**src/rtl/fir_mixsym_pkg.sv**
```systemverilog
package fir_mixsym_pkg;

  // Result width needed to add NTERMS operands of width W without overflow.
  function automatic int sum_width(input int w, input int nterms);
    return w + $clog2(nterms + 1);
  endfunction

  function automatic int abs_int(input int v);
    return (v < 0) ? -v : v;
  endfunction

endpackage

```
**src/rtl/fir_tap_line.sv**
```systemverilog
module fir_tap_line #(
  parameter int DW    = 8,
  parameter int NTAPS = 9
) (
  input  logic                  clk,
  input  logic                  rst_n,
  input  logic                  in_valid,
  input  logic [DW-1:0]         in_data,
  output logic [NTAPS*DW-1:0]   taps,
  output logic                  tap_valid
);

  // Tap i occupies bits [i*DW +: DW] and holds x[n-i].
  logic [NTAPS*DW-1:0] taps_d, taps_q;
  logic                tv_d, tv_q;

  always_comb begin
    taps_d = taps_q;
    if (in_valid) begin
      taps_d = {taps_q[(NTAPS-1)*DW-1:0], in_data};
    end
    tv_d = in_valid;
  end

  always_ff @(posedge clk or negedge rst_n) begin
    if (!rst_n) begin
      taps_q <= '0;
      tv_q   <= 1'b0;
    end else begin
      taps_q <= taps_d;
      tv_q   <= tv_d;
    end
  end

  assign taps      = taps_q;
  assign tap_valid = tv_q;

endmodule

```
**src/rtl/fir_pair_mac.sv**
```systemverilog
module fir_pair_mac #(
  parameter int                    DW   = 8,
  parameter int                    CW   = 6,
  parameter logic signed [CW-1:0]  COEF = '0,
  parameter bit                    ODD  = 1'b0,
  localparam int                   PW   = DW + 1,
  localparam int                   MW   = PW + CW
) (
  input  logic            clk,
  input  logic            rst_n,
  input  logic            en_pre,
  input  logic            en_mul,
  input  logic [DW-1:0]   near_s,
  input  logic [DW-1:0]   far_s,
  output logic [MW-1:0]   prod
);

  logic signed [PW-1:0] pre_d, pre_q;
  logic signed [MW-1:0] mul_d, mul_q;

  generate
    if (ODD) begin : g_sub
      always_comb pre_d = PW'($signed(near_s)) - PW'($signed(far_s));
    end else begin : g_add
      always_comb pre_d = PW'($signed(near_s)) + PW'($signed(far_s));
    end
  endgenerate

  always_comb mul_d = MW'(pre_q) * MW'(COEF);

  always_ff @(posedge clk or negedge rst_n) begin
    if (!rst_n) begin
      pre_q <= '0;
      mul_q <= '0;
    end else begin
      if (en_pre) pre_q <= pre_d;
      if (en_mul) mul_q <= mul_d;
    end
  end

  assign prod = mul_q;

endmodule

```
**src/rtl/fir_center_mac.sv**
```systemverilog
module fir_center_mac #(
  parameter int                    DW   = 8,
  parameter int                    CW   = 6,
  parameter logic signed [CW-1:0]  COEF = '0,
  localparam int                   MW   = DW + CW
) (
  input  logic            clk,
  input  logic            rst_n,
  input  logic            en_pre,
  input  logic            en_mul,
  input  logic [DW-1:0]   mid_s,
  output logic [MW-1:0]   prod
);

  // The first register only delays the sample so the centre path lines up
  // with the pre-adder stage of the pairs.
  logic signed [DW-1:0] mid_q;
  logic signed [MW-1:0] mul_d, mul_q;

  always_comb mul_d = MW'(mid_q) * MW'(COEF);

  always_ff @(posedge clk or negedge rst_n) begin
    if (!rst_n) begin
      mid_q <= '0;
      mul_q <= '0;
    end else begin
      if (en_pre) mid_q <= $signed(mid_s);
      if (en_mul) mul_q <= mul_d;
    end
  end

  assign prod = mul_q;

endmodule

```
**src/rtl/fir_sum_stage.sv**
```systemverilog
module fir_sum_stage #(
  parameter int NPAIR = 4,
  parameter int MW    = 15,
  parameter int CMW   = 14,
  parameter int SW    = 18
) (
  input  logic                  clk,
  input  logic                  rst_n,
  input  logic                  en,
  input  logic [NPAIR*MW-1:0]   pair_prod,
  input  logic [CMW-1:0]        ctr_prod,
  output logic [SW-1:0]         sum
);

  logic signed [SW-1:0] sum_d, sum_q;

  always_comb begin
    sum_d = SW'($signed(ctr_prod));
    for (int k = 0; k < NPAIR; k++) begin
      sum_d = sum_d + SW'($signed(pair_prod[k*MW +: MW]));
    end
  end

  always_ff @(posedge clk or negedge rst_n) begin
    if (!rst_n) begin
      sum_q <= '0;
    end else if (en) begin
      sum_q <= sum_d;
    end
  end

  assign sum = sum_q;

endmodule

```
**src/rtl/fir_mixsym.sv**
```systemverilog
module fir_mixsym
  import fir_mixsym_pkg::*;
#(
  parameter int                        DW        = 8,
  parameter int                        CW        = 6,
  parameter int                        NTAPS     = 9,
  parameter logic [((NTAPS-1)/2)*CW-1:0] PAIR_COEF = 24'({6'd4, 6'd3, 6'd2, 6'd1}),
  parameter logic [((NTAPS-1)/2)-1:0]  PAIR_ODD  = 4'b1010,
  parameter logic signed [CW-1:0]      CTR_COEF  = '0,
  localparam int                       NPAIR     = (NTAPS - 1) / 2,
  localparam int                       MW        = DW + 1 + CW,
  localparam int                       CMW       = DW + CW,
  localparam int                       SW        = sum_width(MW, NPAIR)
) (
  input  logic                 clk,
  input  logic                 rst_n,
  input  logic                 in_valid,
  input  logic signed [DW-1:0] in_data,
  output logic                 out_valid,
  output logic signed [SW-1:0] out_data
);

  logic [NTAPS*DW-1:0] taps;
  logic                v_dl;
  logic                v_pa_d, v_pa_q;
  logic                v_pr_d, v_pr_q;
  logic                v_out_d, v_out_q;
  logic [NPAIR*MW-1:0] pair_prod;
  logic [CMW-1:0]      ctr_prod;
  logic [SW-1:0]       sum;

  fir_tap_line #(.DW(DW), .NTAPS(NTAPS)) u_taps (
    .clk       (clk),
    .rst_n     (rst_n),
    .in_valid  (in_valid),
    .in_data   (in_data),
    .taps      (taps),
    .tap_valid (v_dl)
  );

  generate
    for (genvar k = 0; k < NPAIR; k++) begin : g_pair
      localparam logic signed [CW-1:0] PC = PAIR_COEF[k*CW +: CW];
      fir_pair_mac #(.DW(DW), .CW(CW), .COEF(PC), .ODD(PAIR_ODD[k])) u_mac (
        .clk    (clk),
        .rst_n  (rst_n),
        .en_pre (v_dl),
        .en_mul (v_pa_q),
        .near_s (taps[k*DW +: DW]),
        .far_s  (taps[(NTAPS-1-k)*DW +: DW]),
        .prod   (pair_prod[k*MW +: MW])
      );
    end

    if (CTR_COEF != '0) begin : g_ctr
      fir_center_mac #(.DW(DW), .CW(CW), .COEF(CTR_COEF)) u_ctr (
        .clk    (clk),
        .rst_n  (rst_n),
        .en_pre (v_dl),
        .en_mul (v_pa_q),
        .mid_s  (taps[NPAIR*DW +: DW]),
        .prod   (ctr_prod)
      );
    end else begin : g_no_ctr
      logic unused_mid;
      assign unused_mid = ^taps[NPAIR*DW +: DW];
      assign ctr_prod   = '0;
    end
  endgenerate

  fir_sum_stage #(.NPAIR(NPAIR), .MW(MW), .CMW(CMW), .SW(SW)) u_sum (
    .clk       (clk),
    .rst_n     (rst_n),
    .en        (v_pr_q),
    .pair_prod (pair_prod),
    .ctr_prod  (ctr_prod),
    .sum       (sum)
  );

  always_comb begin
    v_pa_d  = v_dl;
    v_pr_d  = v_pa_q;
    v_out_d = v_pr_q;
  end

  always_ff @(posedge clk or negedge rst_n) begin
    if (!rst_n) begin
      v_pa_q  <= 1'b0;
      v_pr_q  <= 1'b0;
      v_out_q <= 1'b0;
    end else begin
      v_pa_q  <= v_pa_d;
      v_pr_q  <= v_pr_d;
      v_out_q <= v_out_d;
    end
  end

  assign out_valid = v_out_q;
  assign out_data  = $signed(sum);

endmodule

```
**config.mk**
```make
export PLATFORM = sky130hd
export DESIGN_NAME = fir_mixsym
export DESIGN_NICKNAME = d
export VERILOG_FILES = /design/src/rtl/fir_mixsym_pkg.sv /design/src/rtl/fir_tap_line.sv /design/src/rtl/fir_pair_mac.sv /design/src/rtl/fir_center_mac.sv /design/src/rtl/fir_sum_stage.sv /design/src/rtl/fir_mixsym.sv
export SDC_FILE = /design/constraint.sdc
export NUM_CORES = 1
export LEC_CHECK = 0
export ABC_CLOCK_PERIOD_IN_PS = 9990
export BUFFER_PORTS_ARGS = -buffer_cell sky130_fd_sc_hd__buf_2
export CORE_MARGIN = 2
export CORE_UTILIZATION = 35
export DETAILED_ROUTE_END_ITERATION = 8
export SETUP_SLACK_MARGIN = 0.5
export SLEW_MARGIN = 20
export SYNTH_ARGS = -nofsm -noshare
export SYNTH_HDL_FRONTEND = slang
export SYNTH_SLANG_ARGS = --single-unit
export TNS_END_PERCENT = 20
```
**constraint.sdc**
```tcl
create_clock -name clk -period 9.99 [get_ports clk]
set_input_delay 1.998 -clock clk [delete_from_list [all_inputs] [get_ports clk]]
set_output_delay 1.998 -clock clk [all_outputs]
set_load 0.02 [all_outputs]
```
==> summary.md <==
| Metric | Value |
|---|---|
| Syn Inst Count | `between 800 and 900` |
| Post-CTS setup repair buffer count | `0` |
| Worst Tran Pin Value | `990.0 ps` |
| Layout cells sized above 1 | `between 10% and 20%` |
| Pin count of the biggest net entering global routing | `between 100 and 150` |
| CP Launch Point | `g_pair[0].u_mac.prod[1]$_DFFE_PN0P_` |
| Post-Syn Area | `about 0.0093 mm2` |
| Detail Route Antenna Nets | `0` |
| Wirelength per Cell | `15.23 um` |
| Hold worst-path end | `u_taps.taps[47]$_DFFE_PN0P_` |
| Grt ovf | `0` |
| Startpoint Class | `flop` |
| Cts repair resizes | `0` |
| Sequential area share after synthesis | `a little under half` |
| Worst EP required | `approximately 10000 ps` |
| Met1 Routed Length | `between 9000 and 10000 um` |
| Final hold violations | `0` |
| Seq cells post-synth | `~170` |
| Root Driver | `clkbuf_16` |
| Number of flops mapped to enable cells by yosys | `0` |
| CTS tree | `done` |
| # hold bufs at CTS | `0` |
| ANT cells | `0` |
| H-tree depth | `4` |
| Setup_tns | `0 ps` |
| Total GRT Usage | `between 10% and 20%` |
| Initial antenna violation count | `0` |
| FF-to-FF End | `u_sum.sum[12]$_DFFE_PN0P_` |
| Die area | `roughly 0.028 mm2` |
| Critical path class | `flop to flop` |
| Non-Filler Instances | `between 1000 and 1500` |
| Initial core utilization | `between 30 and 40%` |
| Slowest stage cell, crit path | `fa_1` |
| Die Width | `166.8 um` |
| Core Area | `around 0.026 mm2` |
| Crit path buf inv count | `1` |
| Clock sink total | `~170` |
| First-pass GRT wire length | `around 32000 um` |
| CP max FO | `7` |
| Num rows | `59` |
| Largest area contributor in the netlist | `dfrtp_1` |
| Clk buf depth | `2` |
| Prevailing post-synth register cell | `dfrtp_1` |
| Uppermost layer routed | `met4` |
| TritonCTS buffer count | `17` |
| Top Family by Delay on Critical Path | `compound AO/OA/AOI/OAI gates` |
| Vias per cell | `approximately 5` |
| Crit-path max cell delay | `540 ps` |
| Final period util | `between 30% and 40%` |
| Hold Path Cell Cnt | `2` |
| Distinct cells, synth | `61` |
| DRC viols | `0` |
| Vias in the first global route | `6229` |
| Relative slew slack | `34.00%` |
| Post-layout minimum cycle time | `3803 ps` |
| Clk Latency, worst-skew pair | `approximately 430 ps` |
| CP cell instances | `fa_1, ha_1, inv_1, fa_1, nor2b_1, o31a_1, o21ai_1, a2111o_1, o211ai_1, ha_1, a21o_1, a31oi_1, nor2_1, a21oi_1, o211ai_1` |
| Final setup fails | `0` |
| Hold WC Path Type | `flop to flop` |
| Die H | `about 170 um` |
| Syn Area/Cell | `roughly 11 um2` |
| Reg2Reg Depth | `15` |
| Area contributors post-synth | `dfrtp_1 46%, mux2_2 12%, ha_1 9.6%` |
| Met2 WL | `between 8000 and 9000 um` |
| IO Pins | `30` |
| Worst R2R Start | `g_pair[0].u_mac.prod[1]$_DFFE_PN0P_` |
| Layout Nets | `964` |
| Synth warn | `0` |
| Clk slew on worst S/H paths | `about 60 ps` |
| Met3 routed WL | `438 um` |
| I/O Buffers | `29` |
| Number of vias in the routed layout | `roughly 6200` |
| Hpwl dp | `~13000 um` |
| Final-report max-slew violation count | `0` |
| Final WL | `~18000 um` |
| Worst setup EP type | `flop` |
| Top-area cell type share of the netlist area | `a little under half` |
| Worst Skew | `approximately 11 ps` |
| Fraction of registers with async set/reset | `100.0%` |
| Max-Cap Viols | `0` |
| Status | `finished, final reports clean` |
| Synthesized Nets | `approximately 940` |
| Layout area overhead | `12.46%` |
| Initial drt markers | `around 330` |
| GP Congestion | `0.8351` |
| CP arrival | `between 4000 and 5000 ps` |
| FMAX | `about 260 MHz` |
| Reg2reg setup slack | `6190 ps` |
| Unrepaired setup endpoints after global routing | `no` |
| DR pass1 iterations | `4` |
| Min-delay src | `u_taps.taps[39]$_DFFE_PN0P_` |
| Post-Place Cells | `1179` |
per-stage QoR:
step / hold slack, ps / setup slack (ps) / instance area [um2] / utilization (%)
floorplan: 348.7 / 6549 / 9279 / -
global placement: 456.3 / 6291 / 9778 / 37.52
detailed placement: 465.3 / 6227 / 9778 / 37.52
CTS: 484.0 / 6210 / 10410 / 39.94
global route: 506.0 / 5899 / 10440 / 40.04
finish: 476.8 / 6187 / 10440 / 40.04
flip-flops by register name (all words and copies together), names as in the netlist:
register / cells
u_taps.taps: 72
g_pair.u_mac.prod: 39
g_pair.u_mac.pre_q: 36
u_sum.sum: 18
out_valid: 1
u_taps.tap_valid: 1
v_out_d: 1
v_pa_q: 1
worst reg2reg max path, delay by kind of cell, from the launching register on:
kind,cells,cell delay (ps)
adders and majority gates,4,1450
AOI/OAI and AO/OA,8,1520
DFF,1,400
buffers and inverters,1,60
and+or+nand+nor,2,270
per-layer routing:
metal | vias up | GRT usage [%]
li1 | 3067 | -
met1 | 2994 | 19.26
met3 | 24 | 3.018
met5 | - | 0
met2 | 66 | 22.83
met4 | 0 | 4.085
layout by cell type, fill, tap and decap left out, types with 6 or more instances in the layout:
master / count
a211oi_1: 6
a21o_1: 10
a21oi_1: 37
a31oi_1: 7
buf_2: 27
clkbuf_16: 17
dfrtp_1: 169
fa_1: 18
ha_1: 71
inv_1: 55
mux2_2: 99
nand2_1: 58
nand3_1: 13
nand3b_1: 12
nand4_1: 8
nor2_1: 28
nor2b_1: 17
nor3_1: 27
o211ai_1: 9
o21a_1: 19
o21ai_0: 52
o21ai_1: 11
o31ai_1: 9
xnor2_1: 17
cells by family after synthesis:
group	share of synthesized area [%]
AO/OA/AOI/OAI	13.20
AND/OR/NAND/NOR	10.02
flip-flops	45.58
multiplexers	12.28
adder cells (fa/ha/maj)	13.46
buffers and inverters	3.385
XOR/XNOR	2.077
layout make-up:
| cell class | count | area, um2 |
|---|---|---|
| fillers | 2493 | 15620 |
| multi-input cells | 586 | 4736 |
| flip-flops and latches | 169 | 4229 |
| clock buffers | 18 | 439.2 |
| well taps | 335 | 419.2 |
| repair buffers | 34 | 211.5 |
| inverters | 56 | 210.2 |
| clock inverters | 14 | 190.2 |
worst max-delay path by stage:
stage / slack, ps / endpoint / cells past startpoint
global placement: 6290 / u_sum.sum[12]$_DFFE_PN0P_ / 15
global route: 5900 / u_sum.sum[15]$_DFFE_PN0P_ / 13
floorplan: 6550 / u_sum.sum[12]$_DFFE_PN0P_ / 15
finish: 6190 / u_sum.sum[12]$_DFFE_PN0P_ / 15
detailed placement: 6230 / u_sum.sum[12]$_DFFE_PN0P_ / 15
CTS: 6210 / u_sum.sum[12]$_DFFE_PN0P_ / 15
cells in the mapped netlist (7+ instances only):
cell / instances
a21o_1: 10
a21oi_1: 37
a31oi_1: 7
buf_1: 8
clkbuf_1: 13
dfrtp_1: 169
fa_1: 18
ha_1: 71
inv_1: 55
mux2_2: 99
nand2_1: 58
nand3_1: 13
nand3b_1: 12
nand4_1: 8
nor2_1: 28
nor2b_1: 17
nor3_1: 27
o211ai_1: 9
o21a_1: 19
o21ai_0: 52
o21ai_1: 11
o31ai_1: 9
xnor2_1: 17
Power is not shown: default switching activity piles up to over one toggle a cycle in this logic, so the estimate is an artifact.
